[config.mk]
export PLATFORM = sky130hd
export DESIGN_NAME = cf_host_glue
export DESIGN_NICKNAME = d
export VERILOG_FILES = /design/src/rtl/cf_glue_pkg.sv /design/src/rtl/cf_detect_filter.sv /design/src/rtl/cf_mode_reg.sv /design/src/rtl/cf_bus_steer.sv /design/src/rtl/cf_host_glue.sv
export SDC_FILE = /design/constraint.sdc
export NUM_CORES = 1
export LEC_CHECK = 0
export BUFFER_PORTS_ARGS = -buffer_cell sky130_fd_sc_hd__clkbuf_2
export CAP_MARGIN = 0
export CELL_PAD_IN_SITES_DETAIL_PLACEMENT = 0
export CELL_PAD_IN_SITES_GLOBAL_PLACEMENT = 2
export CORE_MARGIN = 2
export CORE_UTILIZATION = 13
export DETAILED_ROUTE_END_ITERATION = 8
export GPL_TIMING_DRIVEN = 0
export PLACE_DENSITY_LB_ADDON = 0.3
export SLEW_MARGIN = 20
export SYNTH_ARGS = -nofsm -noshare
export SYNTH_HDL_FRONTEND = slang
export SYNTH_SLANG_ARGS = --single-unit
[constraint.sdc]
create_clock -name clk -period 1.7 [get_ports clk]
set_input_delay 0.34 -clock clk [delete_from_list [all_inputs] [get_ports clk]]
set_output_delay 0.34 -clock clk [all_outputs]
set_load 0.03 [all_outputs]
[src/rtl/cf_glue_pkg.sv]
package cf_glue_pkg;

  typedef enum logic {
    MODE_MEM = 1'b0,
    MODE_IO  = 1'b1
  } cf_mode_e;

  typedef struct packed {
    logic oe_n;
    logic we_n;
    logic iord_n;
    logic iowr_n;
  } cf_strobe_t;

  localparam cf_strobe_t STROBE_IDLE = '{oe_n: 1'b1, we_n: 1'b1, iord_n: 1'b1, iowr_n: 1'b1};

  // Route the processor strobe pair onto one card strobe pair.
  function automatic cf_strobe_t f_steer(cf_mode_e mode, logic act, logic rd_n, logic wr_n);
    cf_strobe_t s;
    s = STROBE_IDLE;
    if (act) begin
      if (mode == MODE_IO) begin
        s.iord_n = rd_n;
        s.iowr_n = wr_n;
      end else begin
        s.oe_n = rd_n;
        s.we_n = wr_n;
      end
    end
    return s;
  endfunction

  // Byte lane enables, returned as {ce1_n, ce2_n}.
  function automatic logic [1:0] f_lanes(logic act, logic bus8, logic a0);
    logic [1:0] ce;
    if (!act)       ce = 2'b11;
    else if (!bus8) ce = 2'b00;
    else if (a0)    ce = 2'b10;
    else            ce = 2'b01;
    return ce;
  endfunction

endpackage

[src/rtl/cf_detect_filter.sv]
module cf_detect_filter #(
  parameter int DEB_CYCLES = 16
) (
  input  logic clk,
  input  logic rst_n,
  input  logic cd1_n,
  input  logic cd2_n,
  output logic present,
  output logic cand
);
  localparam int CNT_W = (DEB_CYCLES < 2) ? 1 : $clog2(DEB_CYCLES + 1);
  localparam logic [CNT_W-1:0] CNT_LAST = CNT_W'(DEB_CYCLES - 1);

  logic [1:0] sync1_q, sync2_q;
  logic [CNT_W-1:0] cnt_q;

  always_ff @(posedge clk or negedge rst_n) begin
    if (!rst_n) begin
      sync1_q <= 2'b11;
      sync2_q <= 2'b11;
    end else begin
      sync1_q <= {cd2_n, cd1_n};
      sync2_q <= sync1_q;
    end
  end

  assign cand = (sync2_q == 2'b00);

  always_ff @(posedge clk or negedge rst_n) begin
    if (!rst_n) begin
      cnt_q   <= '0;
      present <= 1'b0;
    end else if (cand == present) begin
      cnt_q <= '0;
    end else if (cnt_q == CNT_LAST) begin
      cnt_q   <= '0;
      present <= cand;
    end else begin
      cnt_q <= cnt_q + 1'b1;
    end
  end

endmodule

[src/rtl/cf_mode_reg.sv]
module cf_mode_reg
  import cf_glue_pkg::*;
(
  input  logic     clk,
  input  logic     rst_n,
  input  logic     we,
  input  logic     wdata,
  output cf_mode_e mode
);
  always_ff @(posedge clk or negedge rst_n) begin
    if (!rst_n)  mode <= MODE_MEM;
    else if (we) mode <= cf_mode_e'(wdata);
  end
endmodule

[src/rtl/cf_bus_steer.sv]
module cf_bus_steer
  import cf_glue_pkg::*;
#(
  parameter int ADDR_W = 11,
  parameter int DATA_W = 16
) (
  input  cf_mode_e          mode,
  input  logic              present,
  input  logic              cs_n,
  input  logic              rnw,
  input  logic              rd_n,
  input  logic              wr_n,
  input  logic              bus8,
  input  logic [ADDR_W-1:0] addr,
  input  logic [DATA_W-1:0] wdata,
  input  logic [DATA_W-1:0] rdata,
  input  logic              card_wait_n,
  input  logic              card_rdy,
  output cf_strobe_t        strobes,
  output logic [1:0]        ce_n,
  output logic [ADDR_W-1:0] card_addr,
  output logic [DATA_W-1:0] card_dq_out,
  output logic              card_dq_oe,
  output logic [DATA_W-1:0] host_dq_out,
  output logic              host_dq_oe,
  output logic              wait_n,
  output logic              ready
);
  logic act;
  assign act = present & ~cs_n;

  always_comb begin
    strobes     = f_steer(mode, act, rd_n, wr_n);
    ce_n        = f_lanes(act, bus8, addr[0]);
    card_addr   = present ? addr : '0;
    card_dq_oe  = act & ~rnw;
    host_dq_oe  = act & rnw;
    card_dq_out = card_dq_oe ? wdata : '0;
    host_dq_out = host_dq_oe ? rdata : '0;
    wait_n      = ~(act & ~card_wait_n);
    ready       = present & card_rdy;
  end
endmodule

[src/rtl/cf_host_glue.sv]
module cf_host_glue
  import cf_glue_pkg::*;
#(
  parameter int ADDR_W     = 11,
  parameter int DATA_W     = 16,
  parameter int DEB_CYCLES = 16
) (
  input  logic              clk,
  input  logic              rst_n,
  input  logic              mode_we,
  input  logic              mode_wdata,
  input  logic              cpu_cs_n,
  input  logic              cpu_rnw,
  input  logic              cpu_rd_n,
  input  logic              cpu_wr_n,
  input  logic              cpu_bus8,
  input  logic [ADDR_W-1:0] cpu_addr,
  input  logic [DATA_W-1:0] cpu_wdata,
  output logic [DATA_W-1:0] host_dq_out,
  output logic              host_dq_oe,
  output logic              cpu_wait_n,
  input  logic              card_cd1_n,
  input  logic              card_cd2_n,
  input  logic              card_wait_n,
  input  logic              card_rdy,
  input  logic [DATA_W-1:0] card_rdata,
  output logic [ADDR_W-1:0] card_addr,
  output logic [DATA_W-1:0] card_dq_out,
  output logic              card_dq_oe,
  output logic              card_oe_n,
  output logic              card_we_n,
  output logic              card_iord_n,
  output logic              card_iowr_n,
  output logic              card_ce1_n,
  output logic              card_ce2_n,
  output logic              card_reset,
  output logic              card_present,
  output logic              card_ready
);
  cf_mode_e   mode_q;
  logic       mode_io;
  logic       det_cand;
  cf_strobe_t strobes;
  logic [1:0] ce_n;

  assign mode_io = (mode_q == MODE_IO);

  cf_detect_filter #(.DEB_CYCLES(DEB_CYCLES)) u_det (
    .clk     (clk),
    .rst_n   (rst_n),
    .cd1_n   (card_cd1_n),
    .cd2_n   (card_cd2_n),
    .present (card_present),
    .cand    (det_cand)
  );

  cf_mode_reg u_mode (
    .clk   (clk),
    .rst_n (rst_n),
    .we    (mode_we),
    .wdata (mode_wdata),
    .mode  (mode_q)
  );

  cf_bus_steer #(.ADDR_W(ADDR_W), .DATA_W(DATA_W)) u_steer (
    .mode        (mode_q),
    .present     (card_present),
    .cs_n        (cpu_cs_n),
    .rnw         (cpu_rnw),
    .rd_n        (cpu_rd_n),
    .wr_n        (cpu_wr_n),
    .bus8        (cpu_bus8),
    .addr        (cpu_addr),
    .wdata       (cpu_wdata),
    .rdata       (card_rdata),
    .card_wait_n (card_wait_n),
    .card_rdy    (card_rdy),
    .strobes     (strobes),
    .ce_n        (ce_n),
    .card_addr   (card_addr),
    .card_dq_out (card_dq_out),
    .card_dq_oe  (card_dq_oe),
    .host_dq_out (host_dq_out),
    .host_dq_oe  (host_dq_oe),
    .wait_n      (cpu_wait_n),
    .ready       (card_ready)
  );

  assign card_oe_n   = strobes.oe_n;
  assign card_we_n   = strobes.we_n;
  assign card_iord_n = strobes.iord_n;
  assign card_iowr_n = strobes.iowr_n;
  assign card_ce1_n  = ce_n[1];
  assign card_ce2_n  = ce_n[0];
  assign card_reset  = ~rst_n;

endmodule

==> impl_metrics.csv <==
group,metric,value,unit
status,status,"finished with violations",
status,violations,"setup timing",
sta,min_period_over_period,103.1,%
grt,grt_max_degree,19,
drt,drt_iter0_drc,15,
synth,yosysSeqAreaShare,36.01,%
pwr,p_leak,0.001027,uW
placed_design,gp_congestion,0.6310,
sta,hold_slack,0.1117,ns
cells_and_area,final_nets,267,
hold_path,hold_path.class,"in -> async",
clock_network,tritoncts,"yes",
placed_design,dpl-instance-area,1424,um2
synth,synth_area_per_cell,8.552,um2
sta,slew_violations,0,
clock_network,cts_made_buffers,3,
drt,wl_per_cell,10.90,um
clock_network,clkSinkCount,11,
placed_design,hpwlAfterDp,2359,um
setup_path,arrival,1.41,ns
sta,worst_slew_pin_slew,0.3123,ns
drt,vias,1104,
synth,yosys-top-cells-count,"30 x and2_1, 19 x and3_1, 7 x dfrtp_1",
sta,max_freq,570.4,MHz
grt,grt_pass1_wl,4167,um
floorplanning,die_h,81.37,um
clock_network,clk_pin_slew,0.05,ns
floorplanning,die_area,6621,um2
sta,finalCriticalPeriod,1.753,ns
clock_network,clk_latency,0.24,ns
clock_network,cts_max_level,1,
grt,grt_pass1_vias,969,
drt,viasPerCell,3.887,
setup_path,reg2regPathDepth,4,
synth,synth_top_cell_area_share,24.12,%
pwr,vdd_drop_max,0.3696,mV
drt,drt_pass1_iterations,3,
sta,rsz0062_at_grt,"true",
setup_path,cp-end-kind,"output port",
drt,drc_errors,0,
synth,netlist_area,778.2,um2
setup_path,rrSetupSlack,0.36,ns
synth,synthFlopType,"dfrtp_1",
cells_and_area,num_antenna_cells,0,
setup_path,path_max_fanout,5,
cells_and_area,register_area,281.5,um2
placed_design,port_buffers,110,
grt,overflow,0,
synth,synth_edf_count,0,
pwr,powerDensity,355.4,nW/um2
synth,syn_inst,91,
cells_and_area,area_delta_synth_final,126.8,%
synth,synth.area.top_cells,"and2_1 24%, dfrtp_1 23%, and3_1 15%, dfstp_2 14%, mux2_2 2.9%",
synth,yosysTopAreaCell,"and2_1",
cells_and_area,final_layout_size_suffix_gt1_share,67.94,%
setup_path,criticalPathCategory,"reg -> out",
floorplanning,io_pins,111,
setup_path,reg2reg_from,"u_det.cnt_q[0]",
floorplanning,die_x,81.37,um
cells_and_area,fin_area,1765,um2
sta,slew_headroom,79.11,%
synth,async_flop_share,100.0,%
cells_and_area,n_fill_cell,601,
synth,synth.most_common_cell,"and2_1",
sta,setup_viol,9,
cells_and_area,final_util,30.18,%
pwr,fin_total_pwr,627.5,uW
sta,finalWorstSetupSlack,-0.05304,ns
setup_path,cp.required,1.36,ns
setup_path,start_kind,"register",
clock_network,clockRootBuffer,"clkbuf_8",
drt,antenna_left,0,
floorplanning,initial_core_util,13.30,%
floorplanning,rows,28,
synth,synth_seq_cells,11,
sta,clock_skew,0.004008,ns
run,drv_cap,0,
synth,ys_types,21,
floorplanning,core_area,5851,um2
synth,syn_nets,148,
setup_path,r2r_end,"u_det.present",
clock_network,clockBufferDepth,2,
synth,synth_warnings,0,
sta,finalHoldViolations,0,
grt,grtUsageTotal,8.191,%
drt,routed_wl,3095,um
grt,antenna_found_initial,0,
cells_and_area,multi_input_area,508.0,um2
sta,fin_setup_tns,-0.3865,ns
per-stage QoR:
step	cells	worst slack, ns
global route	284	-0.09996
finish	284	-0.05304
detailed placement	276	-0.09464
CTS	283	-0.1299
global placement	276	-0.1099
floorplan	91	0.05914
critical path: stages (launching register included):
cell,delay (ns)
dfrtp_2,0.39
and2b_4,0.20
and2b_4,0.19
buf_6,0.13
and2_4,0.14
buf_8,0.13
repair_timing:
item	CTS	global route
endpoints found under the hold margin	7	0
endpoints found under the setup margin	45	37
buffers inserted	1	0
gates resized for setup	66	25
cloned	2	1
hold buffers	1	0
pin swaps	13	0
cell type report:
cell class	count	area share (%)
tap	75	5.315
buffer	4	1.914
multi-input combinational	74	28.77
clock buffer	4	2.551
timing repair buffer	114	45.07
sequential	11	15.95
inverter	2	0.4252
state kept, by name, summed over array words and instances (netlist names):
signal,flops
u_mode.mode,1
u_det.present,1
u_det.sync1_q,2
u_det.sync2_q,2
u_det.cnt_q,5
metal layers:
layer / GRT usage [%] / share of wire (%) / up-vias
met5: 0 / 0 / -
met4: 3.051 / 0.55 / 0
met3: 1.222 / 12 / 4
met2: 17.87 / 54 / 74
met1: 7.172 / 34 / 490
li1: - / - / 536
cells in the final DEF (no fill, tap or decap):
| master | netlist | routed |
|---|---|---|
| and2_1 | 30 | 17 |
| mux2_2 | 2 | 2 |
| clkbuf_8 | 0 | 5 |
| buf_6 | 1 | 4 |
| clkbuf_1 | 4 | 2 |
| nor2b_1 | 1 | 1 |
| o21ai_0 | 1 | 1 |
| dfrtp_1 | 7 | 6 |
| and3_1 | 19 | 19 |
| nand2b_1 | 1 | 1 |
| nand2_1 | 4 | 4 |
| buf_8 | 0 | 14 |
| dlygate4sd3_1 | 0 | 1 |
| inv_1 | 2 | 2 |
| and2_4 | 0 | 13 |
| xor2_1 | 2 | 2 |
| nand3_1 | 4 | 4 |
| ha_1 | 1 | 1 |
| and2b_2 | 0 | 1 |
| and3b_1 | 1 | 1 |
| and2b_4 | 1 | 2 |
| dfstp_2 | 4 | 4 |
| dfrtp_2 | 0 | 1 |
| nor2_1 | 3 | 3 |
| buf_4 | 0 | 3 |
| xnor2_1 | 1 | 1 |
| clkbuf_2 | 0 | 75 |
| or2_1 | 1 | 1 |
| clkbuf_4 | 0 | 18 |
cells by family after synthesis:
group                    after synthesis  share of synthesized area [%]
XOR/XNOR                               3                          3.377
AO/OA/AOI/OAI                          1                         0.6425
multiplexers                           2                          2.894
adder cells (fa/ha/maj)                1                          1.607
buffers and inverters                  7                          4.341
AND/OR/NAND/NOR                       66                          51.13
flip-flops                            11                          36.01
worst max-delay path by stage:
| stage | slack (ns) | startpoint | depth (start not counted) | end |
|---|---|---|---|---|
| 2_1_floorplan | 0.06 | u_det.present | 4 | card_dq_out[10] |
| 3_3_place_gp | -0.11 | cpu_cs_n | 5 | host_dq_out[13] |
| 3_5_place_dp | -0.09 | cpu_cs_n | 5 | host_dq_out[13] |
| 4_1_cts | -0.13 | u_det.present | 5 | card_dq_out[14] |
| 5_1_grt | -0.1 | u_det.present | 5 | card_dq_out[14] |
| 6_report | -0.05 | u_det.present | 5 | card_dq_out[14] |
power breakdown:
part	switching [uW]	total, uW	internal (uW)
combinational	34.7	89.0	54.3
sequential	4.92	281	276
clock	93.7	258	164
total	133	627	494
No activity file was read; power rests on OpenSTA's default activity.
